<file path="config.mk">
export PLATFORM = sky130hd
export DESIGN_NAME = can_tx_sched
export DESIGN_NICKNAME = d
export VERILOG_FILES = /design/src/rtl/can_txs_pkg.sv /design/src/rtl/txs_pick_arb.sv /design/src/rtl/txs_buf_slot.sv /design/src/rtl/txs_seq_ctrl.sv /design/src/rtl/can_tx_sched.sv
export SDC_FILE = /design/constraint.sdc
export NUM_CORES = 1
export LEC_CHECK = 0
export ABC_AREA = 1
export BUFFER_PORTS_ARGS = -buffer_cell sky130_fd_sc_hd__buf_2
export CORE_MARGIN = 1.5
export CORE_UTILIZATION = 25
export CTS_CLUSTER_SIZE = 8
export DETAILED_ROUTE_END_ITERATION = 6
export SETUP_SLACK_MARGIN = 0.5
export SYNTH_ARGS = -nofsm -noshare
export SYNTH_HDL_FRONTEND = slang
export SYNTH_SLANG_ARGS = --single-unit
</file>
<file path="constraint.sdc">
create_clock -name clk -period 9.8 [get_ports clk]
set_input_delay 1.96 -clock clk [delete_from_list [all_inputs] [get_ports clk]]
set_output_delay 1.96 -clock clk [all_outputs]
set_load 0.02 [all_outputs]
</file>
<file path="src/rtl/can_txs_pkg.sv">
// can_txs_pkg: types shared by the transmit buffer scheduler.
// Assumes a 2-bit priority field per buffer; larger value means more urgent.
package can_txs_pkg;

    localparam int unsigned PRIO_W = 2;

    typedef logic [PRIO_W-1:0] prio_t;

    // Sequencer state: waiting for a selection point, or a frame in flight.
    typedef enum logic [0:0] {
        SEQ_IDLE = 1'b0,
        SEQ_BUSY = 1'b1
    } seq_state_e;

    // Outcome of the frame in flight, as seen by one buffer.
    typedef struct packed {
        logic ok;    // frame went out without error
        logic fail;  // arbitration lost or bus error
    } frame_res_t;

endpackage

</file>
<file path="src/rtl/txs_pick_arb.sv">
// txs_pick_arb: combinational selector over the eligible buffers.
// Picks the highest priority value; on equal priority the larger index wins.
// Assumes at most one pick is consumed per selection point by the sequencer.
module txs_pick_arb
    import can_txs_pkg::*;
#(
    parameter int unsigned N     = 9,
    parameter int unsigned IDX_W = (N > 1) ? $clog2(N) : 1
) (
    input  logic [N-1:0]        elig,
    input  logic [N*PRIO_W-1:0] prio_flat,
    output logic                found,
    output logic [IDX_W-1:0]    pick
);

    prio_t pr [N];
    prio_t best_pr;

    // Split the flat priority bus into one field per buffer.
    for (genvar g = 0; g < N; g++) begin : g_split
        assign pr[g] = prio_flat[g*PRIO_W +: PRIO_W];
    end

    // Ascending scan; ">=" lets a later (larger) index take ties.
    always_comb begin
        found   = 1'b0;
        pick    = '0;
        best_pr = '0;
        for (int i = 0; i < N; i++) begin
            if (elig[i] && (!found || (pr[i] >= best_pr))) begin
                found   = 1'b1;
                best_pr = pr[i];
                pick    = IDX_W'(i);
            end
        end
    end

endmodule

</file>
<file path="src/rtl/txs_buf_slot.sv">
// txs_buf_slot: request and abort state for one transmit buffer.
// Assumes in_flight is high only while this buffer's frame is on the bus and
// that res carries at most one outcome per frame.
module txs_buf_slot
    import can_txs_pkg::*;
(
    input  logic       clk,
    input  logic       rst_n,
    input  logic       sw_set,      // arm a request
    input  logic       sw_abort,    // cancel this buffer
    input  logic       abort_all,   // cancel every pending buffer
    input  logic       in_flight,   // this buffer is being sent
    input  frame_res_t res,         // outcome of the frame in flight
    output logic       req,
    output logic       abrt_pend,   // abort deferred until the frame ends
    output logic       abort_done,
    output logic       tx_done,
    output logic       eligible
);

    logic abort_req;
    logic fin_ok;
    logic fin_fail;

    // An abort only applies to a buffer that is currently pending.
    assign abort_req = (sw_abort | abort_all) & req;
    assign fin_ok    = in_flight & res.ok;
    assign fin_fail  = in_flight & res.fail;

    // Pending and not being cancelled in this cycle.
    assign eligible  = req & ~abort_req;

    // Request/abort bookkeeping for this buffer.
    always_ff @(posedge clk) begin
        if (!rst_n) begin
            req        <= 1'b0;
            abrt_pend  <= 1'b0;
            abort_done <= 1'b0;
            tx_done    <= 1'b0;
        end else begin
            tx_done <= 1'b0;
            if (fin_ok) begin
                req       <= 1'b0;
                abrt_pend <= 1'b0;
                tx_done   <= 1'b1;
            end else if (fin_fail) begin
                if (abrt_pend || abort_req) begin
                    req        <= 1'b0;
                    abrt_pend  <= 1'b0;
                    abort_done <= 1'b1;
                end
            end else if (abort_req) begin
                if (in_flight) begin
                    abrt_pend <= 1'b1;
                end else begin
                    req        <= 1'b0;
                    abort_done <= 1'b1;
                end
            end else if (sw_set && !req) begin
                req        <= 1'b1;
                abort_done <= 1'b0;
            end
        end
    end

endmodule

</file>
<file path="src/rtl/txs_seq_ctrl.sv">
// txs_seq_ctrl: frame sequencer and cancel-everything flag.
// Issues the start strobe at a selection point, latches the chosen index and
// holds it until the transmitter reports an outcome.
// Assumes outcome events arrive only while a frame is in flight.
module txs_seq_ctrl
    import can_txs_pkg::*;
#(
    parameter int unsigned IDX_W = 4
) (
    input  logic             clk,
    input  logic             rst_n,
    input  logic             tx_ready,
    input  logic             any_elig,
    input  logic [IDX_W-1:0] pick,
    input  logic             frame_end,
    input  logic             abort_all_set,
    input  logic             abrt_any,
    output logic             tx_start,
    output logic [IDX_W-1:0] sel,
    output logic             busy,
    output logic             abort_all_pend
);

    seq_state_e state;

    assign busy = (state == SEQ_BUSY);

    // Idle/busy sequencing with latched selection.
    always_ff @(posedge clk) begin
        if (!rst_n) begin
            state    <= SEQ_IDLE;
            sel      <= '0;
            tx_start <= 1'b0;
        end else begin
            tx_start <= 1'b0;
            unique case (state)
                SEQ_IDLE: begin
                    if (tx_ready && any_elig) begin
                        state    <= SEQ_BUSY;
                        sel      <= pick;
                        tx_start <= 1'b1;
                    end
                end
                SEQ_BUSY: begin
                    if (frame_end) begin
                        state <= SEQ_IDLE;
                    end
                end
                default: state <= SEQ_IDLE;
            endcase
        end
    end

    // Cancel-everything flag: set by request, drops once no abort is deferred.
    always_ff @(posedge clk) begin
        if (!rst_n) begin
            abort_all_pend <= 1'b0;
        end else if (abort_all_set) begin
            abort_all_pend <= 1'b1;
        end else if (!abrt_any) begin
            abort_all_pend <= 1'b0;
        end
    end

endmodule

</file>
<file path="src/rtl/can_tx_sched.sv">
// can_tx_sched: transmit buffer scheduler for a CAN controller.
// Holds per-buffer requests, selects the next buffer by priority with a fixed
// index tie-break, and resolves abort requests at safe points only.
// Assumes the transmitter raises exactly one of ev_tx_ok, ev_arb_lost or
// ev_bus_err once per started frame.
module can_tx_sched
    import can_txs_pkg::*;
#(
    parameter int unsigned N     = 9,
    parameter int unsigned IDX_W = (N > 1) ? $clog2(N) : 1
) (
    input  logic                clk,
    input  logic                rst_n,
    input  logic [N-1:0]        req_set,
    input  logic [N-1:0]        req_abort,
    input  logic [N*PRIO_W-1:0] prio_flat,
    input  logic                abort_all_set,
    input  logic                tx_ready,
    input  logic                ev_tx_ok,
    input  logic                ev_arb_lost,
    input  logic                ev_bus_err,
    output logic                tx_start,
    output logic [IDX_W-1:0]    tx_sel,
    output logic                tx_busy,
    output logic [N-1:0]        req_pend,
    output logic                abort_all_pend,
    output logic [N-1:0]        abort_done,
    output logic [N-1:0]        tx_done
);

    logic [N-1:0]     elig;
    logic [N-1:0]     abrt_pend;
    logic [N-1:0]     in_flight;
    logic             any_elig;
    logic [IDX_W-1:0] pick;
    logic             frame_end;
    frame_res_t       res;

    // Outcomes count only while a frame is in flight; success takes precedence.
    assign res.ok    = tx_busy & ev_tx_ok;
    assign res.fail  = tx_busy & ~ev_tx_ok & (ev_arb_lost | ev_bus_err);
    assign frame_end = res.ok | res.fail;

    // One state slot per buffer.
    for (genvar g = 0; g < N; g++) begin : g_slot
        assign in_flight[g] = tx_busy & (tx_sel == IDX_W'(g));

        txs_buf_slot i_slot (
            .clk        (clk),
            .rst_n      (rst_n),
            .sw_set     (req_set[g]),
            .sw_abort   (req_abort[g]),
            .abort_all  (abort_all_set),
            .in_flight  (in_flight[g]),
            .res        (res),
            .req        (req_pend[g]),
            .abrt_pend  (abrt_pend[g]),
            .abort_done (abort_done[g]),
            .tx_done    (tx_done[g]),
            .eligible   (elig[g])
        );
    end

    txs_pick_arb #(
        .N     (N),
        .IDX_W (IDX_W)
    ) i_arb (
        .elig      (elig),
        .prio_flat (prio_flat),
        .found     (any_elig),
        .pick      (pick)
    );

    txs_seq_ctrl #(
        .IDX_W (IDX_W)
    ) i_seq (
        .clk            (clk),
        .rst_n          (rst_n),
        .tx_ready       (tx_ready),
        .any_elig       (any_elig),
        .pick           (pick),
        .frame_end      (frame_end),
        .abort_all_set  (abort_all_set),
        .abrt_any       (|abrt_pend),
        .tx_start       (tx_start),
        .sel            (tx_sel),
        .busy           (tx_busy),
        .abort_all_pend (abort_all_pend)
    );

endmodule

</file>
==> flow_summary.ini, run 1 <==
[outcome]
outcome = completed

[power]
fin_total_pwr_uw = 514
p_comb_share_pct = 28.2
p_int_uw = 350
clkPwrFrac_pct = 34.2
p_switching_uw = 164
power_density_nw_per_um2 = 131
power.share.switching_pct = 31.9
leakage_nw = 1.91
pwr-share-seq_pct = 37.6
ir_drop_mv = 0.0607

[floorplanning]
dieArea_sq_um = 12800
fp.dieW_um = 113
start_util_pct = 26.0
core-area_sq_um = 11600
rows = 39
io_pins = 77
die_h_um = 113

[hold_path]
min_from = g_slot[2].i_slot.abort_done$_SDFFE_PN0P_
hold_depth = 2
min_path_type = reg2reg

[timing]
relSlewSlack_pct = 42.3
fin_setup_tns_ns = 0
grt_setup_unrepaired = true
clock_skew_ns = 0.00327
period_share_pct = 91.5
tightest_slew_ns = 0.859
maxClockFrequency_mhz = 112
period_minus_slack_ns = 8.97
setup_viol = 0
hold_viol_final = 0
holdWs_ns = 0.461
finalMaxSlewViolations = 0

[clocking]
cts_max_path_buffers = 2
clkSinkCount = 43
cts_hold_buf = 0
clk_pin_slew_ns = 0.06
cts_tree = done
h-tree-depth = 2
cts_root_buf = clkbuf_16
clk_latency_ns = 0.28
numCtsBuffers = 5

[placed_design]
gp_congestion = 0.857
portBuffers = 76
place_area_sq_um = 3380
dp_hpwl_um = 6860

[global_route]
grt-ovfl-total = 0
first_global_vias = 3010
grt_pass1_wl_um = 13900
grt_util_all_layers_pct = 13.5
antenna_found_initial = 0
grt_max_degree = 19

[finish]
diodes = 0
design_area_sq_um = 3940
drive_above_1_share_pct = 31.5
num-fill-cells = 1256
final_net_count = 603
area_growth_pct = 30.1

[critical_path]
worstSetupPathDepth = 58
crit_family = simple AND/OR/NAND/NOR gates
cp-start-kind = input pin
crit_fanout = 5
timing.rr.start = g_slot[0].i_slot.req$_SDFFE_PP0P_
cp_num_buf_inv = 9
cpMaxStageDelayCell = ha_1
required_ns = 10.00
cpMostUsedCell = nand2_2
crit_type = in2reg
crit_start = abort_all_set
cp-end-kind = flip-flop
worstPathArrival_ns = 9.17
reg2regPathDepth = 56
max_stage_delay_ns = 0.29

[routing]
vias = 3182
drt-total-wl_um = 9030
drt_iter0_drc = 166
avgViaCountPerCell = 4.62
ant_nets = 0
drc = 0
dr.pass1.iters = 4
drt-wirelength-per-cell_um = 13.1

[yosys]
synth_area_leaders = dfxtp_1 (28%), nand2_1 (12%), inv_1 (10%), nor2_1 (8.2%), buf_4 (6.7%)
synthesis.area_sq_um = 3020
synth_top_flop_cell = dfxtp_1
yosysSeqAreaShare_pct = 28.5
syn_inst = 478
synth_edf_count = 0
synth_fp_nets = 536
synth_most_common_cell = nand2_1
avgSynthCellArea_sq_um = 6.33
synth.top_cells.by_count = nand2_1 (95), inv_1 (84), nor2_1 (66), dfxtp_1 (43)
yosysUniqueCellTypes = 36
synth_seq_cells = 43
ys_async_sr_fraction_pct = 0
yosys_warnings = 0
synth_top_cell_by_area = dfxtp_1
netlist.area_leader.share_pct = 28.5

[job]
maxCapViolations = 0
==> logic make-up (layout without fill, tap and decap cells) <==
| family | Yosys count | count (layout) | share of synthesized area (%) |
|---|---|---|---|
| DFF | 43 | 43 | 28.5 |
| adders and majority gates | 15 | 15 | 6.21 |
| buffers and inverters | 121 | 189 | 18.4 |
| AOI/OAI and AO/OA | 76 | 76 | 14.4 |
| and+or+nand+nor | 223 | 223 | 32.5 |
==> repair_timing <==
action                                  CTS  global route
endpoints found under the setup margin    4             4
endpoints found under the hold margin     0             0
cloned                                    0             0
buffers inserted                          0            13
gates resized for setup                   7            67
pin swaps                                 1            46
==> power groups by stage <==
stage / registers [mW] / clock network (mW) / logic [mW]
after floorplan: 0.198 / 0 / 0.0901
after global placement: 0.197 / 0 / 0.118
after detailed placement: 0.197 / 0 / 0.120
after CTS: 0.194 / 0.181 / 0.122
after global routing: 0.195 / 0.188 / 0.162
final: 0.193 / 0.176 / 0.145
==> final cells by class <==
| cell class | instances | area [sq um] | area share [%] |
|---|---|---|---|
| Tap cell | 143 | 179 | 4.55 |
| Clock buffer | 8 | 156 | 3.97 |
| Sequential cell | 43 | 861 | 21.9 |
| Multi-Input combinational cell | 314 | 1880 | 47.9 |
| Inverter | 89 | 339 | 8.62 |
| Timing Repair Buffer | 92 | 517 | 13.1 |
==> worst paths after layout <==
check             slack (ns)                                        to
setup / recovery        0.83                 i_seq.sel[2]$_SDFFE_PN0P_
hold / removal          0.46  g_slot[2].i_slot.abort_done$_SDFFE_PN0P_
setup reg to reg        2.19                 i_seq.sel[2]$_SDFFE_PN0P_
hold reg to reg         0.46  g_slot[2].i_slot.abort_done$_SDFFE_PN0P_
==> flip-flops by register name, indices dropped and copies added (netlist names) <==
name and cells:
g_slot.i_slot.abort_done 9, g_slot.i_slot.abrt_pend 9, g_slot.i_slot.req 9, g_slot.i_slot.tx_done 9, i_seq.abort_all_pend 1, i_seq.busy 1, i_seq.sel 4, i_seq.tx_start 1
==> per-layer routing <==
layer	track usage [%]	wire [um]	vias up
li1	-	-	1635
met1	17.5	4130	1450
met2	22.4	4240	93
met3	3.37	595	4
met4	3.92	63	0
met5	0	0	-
==> through the flow <==
step	worst slack [ns]	instances	util [%]
final	0.831	689	33.9
after global routing	0.290	689	33.9
after CTS	0.521	676	30.7
after detailed placement	0.0592	668	29.1
after global placement	0.366	668	29.1
after floorplan	0.956	478	-
==> placed cells by master, fill, tap and decap left out, drive strengths merged, types with 2 or more instances in the layout <==
cell,Yosys,final
a21oi,29,29
a31oi,7,7
dfxtp,43,43
nor3b,3,3
nand3,34,34
nor4,3,3
inv,88,88
nand2,98,98
buf,28,92
and2,2,2
nand3b,3,3
clkbuf,4,8
nor3,11,11
o21ai,31,31
ha,15,15
o41ai,2,2
nor2,67,67
o21bai,2,2
==> tightest hold or removal path, cell delays in order (launching register included) <==
cell and delay (ns):
dfxtp_1 0.31, nand2_1 0.06, a21oi_1 0.05
(Power assumes the default switching activity.)
==> run 2: changes to the inputs <==
- CORE_ASPECT_RATIO: not set -> 1.4
==> run 2 against run 1 <==
Against the previous run: sequential power barely moved; worst setup slack better by 0.11 ns; final area down 4.9%; critical path type unchanged; largest cell class unchanged; clock power is 6% higher.
==> flow_summary.ini, run 2 (synthesis gave the netlist of run 1 again) <==
[floorplanning]
io_pins = 77
core-area_sq_um = 11800
fp.dieW_um = 96.0
die_h_um = 133
dieArea_sq_um = 12800
rows = 47
start_util_pct = 25.6

[global_route]
groute.layer.met2.usage_pct = 22.8
grt_busiest_layer = met2
grt_pass1_wl_um = 12900
grt-ovfl-total = 0
grt_util_all_layers_pct = 13.1
antenna_found_initial = 0
use_met3_pct = 2.80
met1_usage_pct = 15.5
first_global_vias = 2823
grt_max_degree = 19

[timing]
tightest_slew_ns = 0.774
period_minus_slack_ns = 8.86
layout_setup_ws_ns = 0.937
fin_setup_tns_ns = 0
hold_viol_final = 0
holdWs_ns = 0.473
grt_setup_unrepaired = false
finalMaxSlewViolations = 0
setup_viol = 0
maxClockFrequency_mhz = 113
clock_skew_ns = 0.00720
relSlewSlack_pct = 48.3
period_share_pct = 90.4

[routing]
drc = 0
drt_iter0_drc = 101
dr.pass1.iters = 4
avgViaCountPerCell = 4.40
drt-total-wl_um = 8410
vias = 3010
ant_nets = 0
drt-wirelength-per-cell_um = 12.3

[power]
leakage_nw = 1.84
ir_drop_mv = 0.0694
power_density_nw_per_um2 = 137

[critical_path]
cpMaxStageDelayCell = ha_2
crit_fanout = 5
reg2regPathDepth = 55
cp-end-kind = flip-flop
r2r-end = i_seq.sel[1]$_SDFFE_PN0P_
crit_start = abort_all_set
timing.rr.start = g_slot[0].i_slot.req$_SDFFE_PP0P_
reg2reg_slack_ns = 2.31
max_stage_delay_ns = 0.31
cp-start-kind = input pin
required_ns = 10.00
worstPathArrival_ns = 9.07
crit_end = i_seq.sel[1]$_SDFFE_PN0P_
crit_type = in2reg

[finish]
final_net_count = 595
design_area_sq_um = 3740
drive_above_1_share_pct = 26.3
area_growth_pct = 23.7
layout_common_cells = nand2_1 (87), inv_1 (81), buf_2 (76)
final_common_cell = nand2_1
final_util_pct = 31.7
diodes = 0

[clocking]
clkSinkCount = 43
cts_tree = done
numCtsBuffers = 5
cts_root_buf = clkbuf_16
clk_pin_slew_ns = 0.06
clk_latency_ns = 0.29
cts_hold_buf = 0
h-tree-depth = 2
cts_max_path_buffers = 2

[placed_design]
portBuffers = 76
place_area_sq_um = 3410
dp_hpwl_um = 6750
gp_congestion = 0.846
pre_cts_ws_ns = 0.296

[job]
maxCapViolations = 0

[hold_path]
min_path_type = reg2reg

[outcome]
outcome = completed
[run 2: worst min path at each step]
stage                                                  start                                       end  slack [ns]  cells past startpoint
detailed placement  g_slot[2].i_slot.abort_done$_SDFFE_PN0P_  g_slot[2].i_slot.abort_done$_SDFFE_PN0P_        0.46                      2
global route               i_seq.abort_all_pend$_SDFFE_PN0P_         i_seq.abort_all_pend$_SDFFE_PN0P_        0.50                      2
CTS                 g_slot[2].i_slot.abort_done$_SDFFE_PN0P_  g_slot[2].i_slot.abort_done$_SDFFE_PN0P_        0.48                      2
floorplan           g_slot[2].i_slot.abort_done$_SDFFE_PN0P_  g_slot[2].i_slot.abort_done$_SDFFE_PN0P_        0.44                      2
finish              g_slot[2].i_slot.abort_done$_SDFFE_PN0P_  g_slot[2].i_slot.abort_done$_SDFFE_PN0P_        0.47                      2
global placement    g_slot[2].i_slot.abort_done$_SDFFE_PN0P_  g_slot[2].i_slot.abort_done$_SDFFE_PN0P_        0.45                      2
[run 2: repair_timing]
action,in CTS,in global routing
resized for setup,0,41
setup buffers,0,2
endpoints found under the setup margin,0,4
[run 2: layout make-up]
class,count,area [sq um]
sequential,43,861
timing repair buffer,84,444
fill,1349,8080
clock buffer,5,125
inverter,89,334
tap,147,184
clock inverter,2,37.5
multi-input combinational,314,1760
[run 2: worst max-delay path: cells and delay by family]
family	cells	cell delay [ns]
fa+ha+maj	8	2.06
simple gates	26	2.64
buf+inv	9	0.78
compound gates	14	1.63
[run 2: per-layer routing]
metal	wire, um	vias up	part of all wire [%]
li1	-	1614	-
met1	3570	1332	42
met2	4240	56	50
met3	462	8	5.5
met4	134	0	1.6
met5	0	-	0
[run 2: through the flow]
step / total power, mW / instances
floorplan: 0.288 / 478
global placement: 0.318 / 675
CTS: 0.508 / 682
detailed placement: 0.319 / 675
finish: 0.511 / 684
global route: 0.541 / 684
[run 2: power by group]
group	internal, mW	total, mW	switching, mW	leakage [nW]
combinational	0.0492	0.131	0.0815	1.41
clock	0.119	0.187	0.0679	0.0759
sequential	0.185	0.194	0.00852	0.351
